[src/rtl/wdg_pkg.sv]
package wdg_pkg;
  typedef enum logic [1:0] {
    PH_OFF    = 2'd0,
    PH_DELAY  = 2'd1,
    PH_CLOSED = 2'd2,
    PH_OPEN   = 2'd3
  } wdg_phase_e;

  localparam logic [1:0] MODE_OFF  = 2'b00;
  localparam logic [1:0] MODE_FULL = 2'b01;
  localparam logic [1:0] MODE_RST  = 2'b10;
  localparam logic [1:0] MODE_PD   = 2'b11;
endpackage

[src/rtl/wdg_len_dec.sv]
module wdg_len_dec #(
  parameter int CODE_W = 8,
  parameter int LEN_W  = 10
) (
  input  logic [CODE_W-1:0] code_i,
  output logic [LEN_W-1:0]  len_o
);
  localparam int BRK1 = 32;
  localparam int BRK2 = 64;
  localparam int BASE2 = 34;
  localparam int BASE3 = 100;

  logic [LEN_W-1:0] c;

  always_comb begin
    c = LEN_W'(code_i);
    if (code_i < CODE_W'(BRK1))
      len_o = c + LEN_W'(1);
    else if (code_i < CODE_W'(BRK2))
      len_o = LEN_W'(BASE2) + ((c - LEN_W'(BRK1)) << 1);
    else
      len_o = LEN_W'(BASE3) + ((c - LEN_W'(BRK2)) << 2);
  end
endmodule

[src/rtl/wdg_phase_ctl.sv]
module wdg_phase_ctl
  import wdg_pkg::*;
#(
  parameter int          LEN_W = 10,
  parameter int          DLY_W = 3,
  parameter int          KEY_W = 8,
  parameter logic [KEY_W-1:0] KEY = 8'hA5
) (
  input  logic             clk,
  input  logic             rst_n,
  input  logic             tick_i,
  input  logic [1:0]       mode_i,
  input  logic             mode_wr_i,
  input  logic [DLY_W-1:0] dly_i,
  input  logic             slp_en_i,
  input  logic             sleep_i,
  input  logic             key_wr_i,
  input  logic [KEY_W-1:0] key_i,
  input  logic [LEN_W-1:0] close_len_i,
  input  logic [LEN_W-1:0] open_len_i,
  output wdg_phase_e       phase_o,
  output logic             active_o,
  output logic             restart_o,
  output logic             service_o,
  output logic             early_hit_o,
  output logic             expire_o
);
  localparam int PER_W = LEN_W + 1;

  wdg_phase_e       phase_q, phase_d;
  logic [PER_W-1:0] cnt_q, cnt_d;
  logic [DLY_W-1:0] prd_q, prd_d;
  logic [PER_W-1:0] period, cl_last, op_last;
  logic             upd_en;

  always_comb begin
    period  = PER_W'(close_len_i) + PER_W'(open_len_i);
    cl_last = PER_W'(close_len_i) - PER_W'(1);
    op_last = PER_W'(open_len_i) - PER_W'(1);

    active_o    = (mode_i != MODE_OFF) && !(sleep_i && !slp_en_i);
    restart_o   = active_o && ((phase_q == PH_OFF) || mode_wr_i);
    service_o   = active_o && !restart_o && (phase_q == PH_OPEN)
                  && key_wr_i && (key_i == KEY);
    early_hit_o = active_o && !restart_o && (phase_q == PH_CLOSED) && key_wr_i;
    expire_o    = active_o && !restart_o && (phase_q == PH_OPEN) && !service_o
                  && tick_i && (cnt_q == op_last);

    phase_d = phase_q;
    cnt_d   = cnt_q;
    prd_d   = prd_q;
    if (!active_o) begin
      phase_d = PH_OFF;
      cnt_d   = '0;
      prd_d   = '0;
    end else if (restart_o) begin
      phase_d = PH_DELAY;
      cnt_d   = '0;
      prd_d   = '0;
    end else begin
      unique case (phase_q)
        PH_DELAY: if (tick_i) begin
          if (cnt_q == period - PER_W'(1)) begin
            cnt_d = '0;
            if (prd_q == dly_i) phase_d = PH_CLOSED;
            else                prd_d = prd_q + DLY_W'(1);
          end else begin
            cnt_d = cnt_q + PER_W'(1);
          end
        end
        PH_CLOSED: if (tick_i) begin
          if (cnt_q == cl_last) begin
            phase_d = PH_OPEN;
            cnt_d   = '0;
          end else begin
            cnt_d = cnt_q + PER_W'(1);
          end
        end
        PH_OPEN: begin
          if (service_o || expire_o) begin
            phase_d = PH_CLOSED;
            cnt_d   = '0;
          end else if (tick_i) begin
            cnt_d = cnt_q + PER_W'(1);
          end
        end
        default: ;
      endcase
    end
    upd_en = tick_i || restart_o || service_o || ((phase_q != PH_OFF) && !active_o);
  end

  always_ff @(posedge clk or negedge rst_n) begin
    if (!rst_n) begin
      phase_q <= PH_OFF;
      cnt_q   <= '0;
      prd_q   <= '0;
    end else if (upd_en) begin
      phase_q <= phase_d;
      cnt_q   <= cnt_d;
      prd_q   <= prd_d;
    end
  end

  assign phase_o = phase_q;

  AST_OPEN_AFTER_CLOSED: assert property (@(posedge clk) disable iff (!rst_n)
    $rose(phase_q == PH_OPEN) |-> $past(phase_q) == PH_CLOSED);
  AST_HOLD_OFF_IDLE: assert property (@(posedge clk) disable iff (!rst_n)
    !active_o |=> phase_q == PH_OFF);
  AST_EXPIRY_RESTARTS: assert property (@(posedge clk) disable iff (!rst_n)
    expire_o |=> phase_q == PH_CLOSED);
endmodule

[src/rtl/wdg_escalate.sv]
module wdg_escalate
  import wdg_pkg::*;
(
  input  logic       clk,
  input  logic       rst_n,
  input  logic [1:0] mode_i,
  input  logic [1:0] pdmd_i,
  input  logic       expire_i,
  input  logic       clear_i,
  output logic       irq_o,
  output logic       rst_req_o,
  output logic       pd_req_o,
  output logic [1:0] pd_mode_o
);
  localparam logic [1:0] STEP_LAST = 2'd2;

  logic [1:0] step_q, step_d;
  logic       step_en;
  logic       do_irq, do_rst, do_pd;
  logic       irq_q, rst_q, pd_q;
  logic [1:0] pdm_q;

  always_comb begin
    do_irq = 1'b0;
    do_rst = 1'b0;
    do_pd  = 1'b0;
    if (expire_i) begin
      unique case (mode_i)
        MODE_FULL: begin
          if (step_q == 2'd0)      do_irq = 1'b1;
          else if (step_q == 2'd1) do_rst = 1'b1;
          else                     do_pd  = 1'b1;
        end
        MODE_RST: begin
          if (step_q == 2'd0) do_rst = 1'b1;
          else                do_pd  = 1'b1;
        end
        MODE_PD: do_pd = 1'b1;
        default: ;
      endcase
    end
    step_en = clear_i || expire_i;
    if (clear_i)                 step_d = 2'd0;
    else if (step_q < STEP_LAST) step_d = step_q + 2'd1;
    else                         step_d = step_q;
  end

  always_ff @(posedge clk or negedge rst_n) begin
    if (!rst_n) begin
      step_q <= 2'd0;
    end else if (step_en) begin
      step_q <= step_d;
    end
  end

  always_ff @(posedge clk or negedge rst_n) begin
    if (!rst_n) begin
      irq_q <= 1'b0;
      rst_q <= 1'b0;
      pd_q  <= 1'b0;
    end else begin
      irq_q <= do_irq;
      rst_q <= do_rst;
      pd_q  <= do_pd;
    end
  end

  always_ff @(posedge clk or negedge rst_n) begin
    if (!rst_n) begin
      pdm_q <= 2'd0;
    end else if (do_pd) begin
      pdm_q <= pdmd_i;
    end
  end

  assign irq_o     = irq_q;
  assign rst_req_o = rst_q;
  assign pd_req_o  = pd_q;
  assign pd_mode_o = pdm_q;

  AST_ONE_ACTION: assert property (@(posedge clk) disable iff (!rst_n)
    $onehot0({irq_q, rst_q, pd_q}));
  AST_IRQ_PULSE: assert property (@(posedge clk) disable iff (!rst_n)
    irq_q |=> !irq_q);
  AST_PD_PULSE: assert property (@(posedge clk) disable iff (!rst_n)
    pd_q |=> !pd_q);
  AST_PD_CODE: assert property (@(posedge clk) disable iff (!rst_n)
    pd_q |-> pdm_q == $past(pdmd_i));
endmodule

[src/rtl/wdg_window_top.sv]
module wdg_window_top
  import wdg_pkg::*;
#(
  parameter int               CODE_W = 8,
  parameter int               LEN_W  = 10,
  parameter int               DLY_W  = 3,
  parameter int               KEY_W  = 8,
  parameter logic [KEY_W-1:0] KEY    = 8'hA5
) (
  input  logic              clk,
  input  logic              rst_n,
  input  logic              tick_i,
  input  logic [1:0]        mode_i,
  input  logic              mode_wr_i,
  input  logic [DLY_W-1:0]  dly_i,
  input  logic              slp_en_i,
  input  logic              sleep_i,
  input  logic [CODE_W-1:0] close_code_i,
  input  logic [CODE_W-1:0] open_code_i,
  input  logic [1:0]        pdmd_i,
  input  logic              key_wr_i,
  input  logic [KEY_W-1:0]  key_i,
  input  logic              stat_rd_i,
  output logic              open_o,
  output logic              early_o,
  output logic              expired_o,
  output logic              irq_o,
  output logic              rst_req_o,
  output logic              pd_req_o,
  output logic [1:0]        pd_mode_o
);
  logic             rs1_q, rs2_q, rst_sync_n;
  logic [LEN_W-1:0] close_len, open_len;
  wdg_phase_e       phase;
  logic             active, restart, service, early_hit, expire;
  logic             early_q, exp_q, flag_en;

  always_ff @(posedge clk or negedge rst_n) begin
    if (!rst_n) begin
      rs1_q <= 1'b0;
      rs2_q <= 1'b0;
    end else begin
      rs1_q <= 1'b1;
      rs2_q <= rs1_q;
    end
  end
  assign rst_sync_n = rs2_q;

  wdg_len_dec #(.CODE_W(CODE_W), .LEN_W(LEN_W)) u_close_dec (
    .code_i(close_code_i), .len_o(close_len));
  wdg_len_dec #(.CODE_W(CODE_W), .LEN_W(LEN_W)) u_open_dec (
    .code_i(open_code_i), .len_o(open_len));

  wdg_phase_ctl #(.LEN_W(LEN_W), .DLY_W(DLY_W), .KEY_W(KEY_W), .KEY(KEY)) u_phase (
    .clk(clk), .rst_n(rst_sync_n), .tick_i(tick_i), .mode_i(mode_i),
    .mode_wr_i(mode_wr_i), .dly_i(dly_i), .slp_en_i(slp_en_i), .sleep_i(sleep_i),
    .key_wr_i(key_wr_i), .key_i(key_i), .close_len_i(close_len),
    .open_len_i(open_len), .phase_o(phase), .active_o(active),
    .restart_o(restart), .service_o(service), .early_hit_o(early_hit),
    .expire_o(expire));

  wdg_escalate u_esc (
    .clk(clk), .rst_n(rst_sync_n), .mode_i(mode_i), .pdmd_i(pdmd_i),
    .expire_i(expire), .clear_i(!active || restart || service),
    .irq_o(irq_o), .rst_req_o(rst_req_o), .pd_req_o(pd_req_o),
    .pd_mode_o(pd_mode_o));

  assign flag_en = early_hit || expire || stat_rd_i;

  always_ff @(posedge clk or negedge rst_sync_n) begin
    if (!rst_sync_n) begin
      early_q <= 1'b0;
      exp_q   <= 1'b0;
    end else if (flag_en) begin
      early_q <= early_hit || (early_q && !stat_rd_i);
      exp_q   <= expire || (exp_q && !stat_rd_i);
    end
  end

  assign open_o    = (phase == PH_OPEN);
  assign early_o   = early_q;
  assign expired_o = exp_q;

  AST_EARLY_SETS: assert property (@(posedge clk) disable iff (!rst_sync_n)
    early_hit |=> early_o);
  AST_EXPIRE_SETS: assert property (@(posedge clk) disable iff (!rst_sync_n)
    expire |=> expired_o);
  AST_IDLE_WHEN_OFF: assert property (@(posedge clk) disable iff (!rst_sync_n)
    (mode_i == MODE_OFF) |=> (!open_o && !irq_o && !rst_req_o && !pd_req_o));
  AST_READ_CLEARS: assert property (@(posedge clk) disable iff (!rst_sync_n)
    (stat_rd_i && !early_hit) |=> !early_o);
endmodule

[config.mk]
export PLATFORM = sky130hd
export DESIGN_NAME = wdg_window_top
export DESIGN_NICKNAME = d
export VERILOG_FILES = /design/src/rtl/wdg_pkg.sv /design/src/rtl/wdg_len_dec.sv /design/src/rtl/wdg_phase_ctl.sv /design/src/rtl/wdg_escalate.sv /design/src/rtl/wdg_window_top.sv
export SDC_FILE = /design/constraint.sdc
export NUM_CORES = 1
export LEC_CHECK = 0
export BUFFER_PORTS_ARGS = -buffer_cell sky130_fd_sc_hd__buf_2
export CORE_UTILIZATION = 55
export DETAILED_ROUTE_END_ITERATION = 6
export PLACE_DENSITY = 0.79
export SLEW_MARGIN = 15
export SYNTH_ARGS = -nofsm -noshare
export SYNTH_HDL_FRONTEND = slang
export SYNTH_SLANG_ARGS = --single-unit
[constraint.sdc]
create_clock -name clk -period 0.8 [get_ports clk]
set_clock_uncertainty 0.1 [all_clocks]
set_input_delay 0.16 -clock clk [delete_from_list [all_inputs] [get_ports clk]]
set_output_delay 0.16 -clock clk [all_outputs]
set_load 0.01 [all_outputs]
==> metrics, run 1 <==
Worst endpoint type register input; Syn Inst Count 584; Tot GR Track Use 78.9%; Top Ports 47; Die Y 92.1 um; Post-Place Setup Slack -3.72 ns; clock sinks 27; Async SR Flop Fraction 100%; Seq/Total Area, Yosys 15.1%; Yosys cell types 73; Die W 92.1 um; halt point of the flow global routing; initial core utilization 57.2%; TritonCTS Buffers 3; cell taking the most area after synthesis dfrtp_1; cell area after synthesis 4460 sq um; GRT overflow 56; Root Buffer clkbuf_8; Post-Syn Nets 672; Worst Endpoint after GRT Repair u_phase.phase_o[0]$_DFFE_PN0P_/D; synth warn 0; CTS HTree Levels 1; DP Wirelength 11700 um; Avg Inst Size Synth 7.64 sq um; EDFF count, synth 0; flops & latches, synth 27; Max Root-Sink Buffers 2; Main synth FF type dfrtp_1; First Err [ERROR GRT-0232] Routing congestion too high. Check the congestion heatmap in the GUI.; largest net degree at the start of global routing 19; standard-cell rows 32; top cells by area, synth dfrtp_1 15%, ha_1 13%, xnor2_1 8.0%, inv_1 4.8%, nand2_1 3.5%; RD Place Congestion 0.986; IO Port Bufs 46; status did not finish; top cell type's share of synthesized area 15.1%
-- metal layers --
layer	global-route usage, %	GRT overflow
met1	78.5	0
met2	94.7	21
met3	62.4	0
met4	83.2	35
met5	30.1	0
-- repair_timing --
item                                   in CTS
gates resized for setup                    63
setup buffers                              23
setup endpoints to repair                  33
hold buffers                                1
pin swaps                                  31
endpoints found under the hold margin       4
-- through the flow --
stage | hold slack (ns) | instance area, sq um | instances | TNS, ns
2_1_floorplan | -0.236 | 4790 | 584 | -70.16
3_3_place_gp | -0.153 | 6270 | 870 | -77.76
3_5_place_dp | -0.153 | 6270 | 870 | -82.41
4_1_cts | -0.0413 | 6820 | 898 | -74.02
-- cell usage after synthesis (9+ instances only) --
cell	n
clkbuf_1	25
inv_1	57
o21ai_0	24
nand4_1	10
ha_1	48
xnor2_1	41
nand2_1	42
xor2_1	15
nor3_1	15
a21o_1	9
a21oi_1	23
dfrtp_1	27
nor2b_1	9
nor2_1	29
or3_1	9
nand3_1	28
and3_1	9
-- kinds of logic after synthesis --
logic type               share of synthesized area, %
AO/OA/AOI/OAI                                    23.9
XOR/XNOR                                         11.5
adder cells (fa/ha/maj)                          13.9
buffers and inverters                            8.38
flip-flops                                       15.1
multiplexers                                     2.33
other                                          0.0840
AND/OR/NAND/NOR                                  24.8
==> inputs of run 2 (changes only) <==
--- a/config.mk
+++ b/config.mk
@@ -6,9 +6,9 @@
 export NUM_CORES = 1
 export LEC_CHECK = 0
 export BUFFER_PORTS_ARGS = -buffer_cell sky130_fd_sc_hd__buf_2
-export CORE_UTILIZATION = 55
+export CORE_UTILIZATION = 40
 export DETAILED_ROUTE_END_ITERATION = 6
-export PLACE_DENSITY = 0.79
+export PLACE_DENSITY_LB_ADDON = 0.15
 export SLEW_MARGIN = 15
 export SYNTH_ARGS = -nofsm -noshare
 export SYNTH_HDL_FRONTEND = slang
==> constraint.sdc (replaced) <==
create_clock -name clk -period 1 [get_ports clk]
set_clock_uncertainty 0.1 [all_clocks]
set_input_delay 0.2 -clock clk [delete_from_list [all_inputs] [get_ports clk]]
set_output_delay 0.2 -clock clk [all_outputs]
set_load 0.01 [all_outputs]
==> run 2 against run 1 <==
Effect of this change:
- the flow now finishes, with violations (negative setup slack)
- area after synthesis stayed put
- synthesized cell count stayed put
==> metrics, run 2 <==
Die W 108 um (+17%); combinational cell fraction of total power 70.8%; slowest CP cell or4_4; max reg flops 11; layout cell share with drive strength beyond 1 45.4%; clock power share 10.5%; Worst EP arrival 4.22 ns; maximum single-stage delay on the critical path 0.56 ns; total wire length 14300 um; Antenna Nets Post-Route 0; Int Power 3.69 mW; Final Hold Vio Count 0; setup_tns -68.38 ns; buffers plus inverters on the worst setup path 4; fillers 937; initial antenna violation count 0; Setup CP Type primary input to flop; NetSw 2.56 mW; violated checks negative setup slack; GRT overflow 0; status finished with violations; Main synth FF type dfrtp_1; Tot GR Track Use 23.8%; Largest regs u_phase.cnt_q x11, u_phase.prd_q x3; leading cell types in the layout, fill and taps excluded 182 x buf_4, 47 x inv_1, 44 x buf_2, 39 x nand2_1, 39 x xnor2_1; DP Wirelength 10800 um (-7.4%); standard-cell rows 38 (+19%); Avg Inst Size Synth 7.64 sq um (unchanged); Final Max Slew Viols 0; TritonCTS clock tree done; diode count 0; fin util 65.8%; Yosys cell types 73 (unchanged); Die Y 108 um (+17%); DRC Markers 0; Post-Place Setup Slack -3.59 ns (+0.129 ns); hold depth 2; initial core utilization 41.2% (-16 points); Tightest Hold Check Type primary input to flop; Hold Startpoint pdmd_i[1]; final worst slack -3.14 ns; commonest cells in the netlist 57 x inv_1, 48 x ha_1, 42 x nand2_1; vias 5156; Worst Tran Pin Value 0.779 ns; Final Setup Violations 33; clock-pin slew of the registers on the worst-case setup and hold paths 0.11 ns; Post-Syn Nets 672 (unchanged); share of power burned in registers 18.7%; cell family with most CP delay simple AND/OR/NAND/NOR gates; synth warn 0 (unchanged); nets@finish 898; Avg Vias per Cell 5.43; PD cells 877 nW/um^2; Layout area overhead 59.7%; WL/cell 15.0 um; Max Fanout on Critical Path 5; max-cap check violation count 0; crit path cell chain buf_8, clkinvlp_4, ha_4, ha_4, buf_4, nor3_1, a21oi_2, ha_1, inv_1, fa_2, xnor2_2, xnor2_1, nand4_1, nor3_2, nand3_1, or4_4, or2_4, a221o_1, a221o_1; EDFF count, synth 0 (unchanged); worst hold slack 0.0608 ns; cell area after synthesis 4460 sq um (unchanged); Top Ports 47 (unchanged); Slew HR 47.6%; commonest non-fill, non-tap cell in the layout buf_4; clock sinks 27 (unchanged); initial drt markers 247; Crit. End Element flop; First-pass DRT Iterations 5; vias in the first global route 4953; top cells by area, synth dfrtp_1 15%, ha_1 13%, xnor2_1 8.0%, inv_1 4.8%, nand2_1 3.5%; Seq/Total Area, Yosys 15.1% (unchanged); flops & latches, synth 27 (unchanged); VDD IR max 724 uV; CP Data Required Time 1.08 ns; cell taking the most area after synthesis dfrtp_1; Root Buffer clkbuf_8; Worst path depth 19; RSZ-0062 raised after global routing true; most frequent cell after synthesis inv_1; largest net degree at the start of global routing 26; Final Cell Area 7130 sq um; CTS HTree Levels 1 (unchanged); Async SR Flop Fraction 100% (unchanged); Die Area 11600 sq um; leakage 3.22 nW; Top reg by flops u_phase.cnt_q; Max Root-Sink Buffers 2 (unchanged); worst skew pair latency 0.28 ns; RR Startpoint u_phase.phase_o[0]; top cell type's share of synthesized area 15.1% (unchanged); TritonCTS Buffers 3 (unchanged); crit path launch open_code_i[6]; IO Port Bufs 46 (unchanged); Syn Inst Count 584 (unchanged); Net Sw Frac 41.0%; RD Place Congestion 0.861 (-13%); dpl cell area 6260 sq um (about the same); first-pass GRT wire length 22600 um; Placeable Area 10800 sq um; Worst Setup Start Kind primary input; worst reg2reg path depth 8; fmax 0.241 GHz; Tmin final 4.14 ns; fin crit share 414%
## run 2: cell counts after synthesis
No cell type changed its count.
## run 2: final cells by class
class	count	area, sq um	share of cell area [%]
sequential	27	676	9.48
clock buffer	4	45.0	0.632
timing repair buffer	255	1960	27.5
inverter	57	249	3.49
multi-input combinational	466	4030	56.5
tap	140	175	2.46
## run 2: per-layer routing
metal	GRT usage (%)	up-vias	share of wire, %
met2	40.8	143	47
met3	1.94	15	5.0
met4	3.13	0	0.95
met1	33.2	2433	47
li1	-	2565	-
met5	0	-	0
## run 2: cell families after synthesis
logic type | after synthesis | synth area share, %
xor gates and xnor gates | 57 | 11.5
adders and majority gates | 49 | 13.9
muxes | 10 | 2.33
buffers and inverters | 92 | 8.38
AOI/OAI and AO/OA | 146 | 23.9
DFF | 27 | 15.1
and+or+nand+nor | 202 | 24.8
other | 1 | 0.0840
## run 2: worst register-to-register path, stage by stage, from the launching register on
cell      delay (ns)
dfrtp_1         0.40
nand2_2         0.08
nor4_1          0.68
nand4_1         0.26
a2111o_1        0.36
or4_4           0.49
buf_12          0.17
nor3_4          0.25
mux2_4          0.32
## run 2: through the flow
step                power [mW]  instances
floorplan                 3.62        584
global placement          4.84        905
detailed placement        4.97        905
CTS                       5.94        933
global route              6.73        949
finish                    6.25        949
## run 2: power by group through the flow
| stage | registers [mW] | clock network, mW | logic [mW] |
|---|---|---|---|
| 3_3_place_gp | 1.18 | 0 | 3.66 |
| 6_report | 1.17 | 0.656 | 4.43 |
| 2_1_floorplan | 1.21 | 0 | 2.41 |
| 4_1_cts | 1.16 | 0.669 | 4.11 |
| 3_5_place_dp | 1.18 | 0 | 3.79 |
| 5_1_grt | 1.17 | 0.721 | 4.84 |
## run 2: repair_timing
item / CTS / global route
hold buffers: 2 / 0
setup endpoints to repair: 33 / 33
pin swaps: 33 / 30
resized for setup: 68 / 42
cloned: 1 / 1
endpoints found under the hold margin: 3 / 0
setup buffers: 22 / 18
## run 2: path summary, 6_finish.rpt
| kind | slack (ns) | to |
|---|---|---|
| worst max-delay path | -3.14 | u_phase.phase_o[0] |
| worst min-delay path | 0.06 | u_esc.pd_mode_o[1] |
| worst max register to register | -2.24 | u_esc.pd_mode_o[0] |
| worst min register to register | 0.10 | u_phase.phase_o[0] |
| max in group asynchronous | 0.53 | u_phase.cnt_q[8] |
| min in group asynchronous | 0.10 | u_phase.phase_o[0] |
Note: power is estimated with default switching activity, not from simulation.
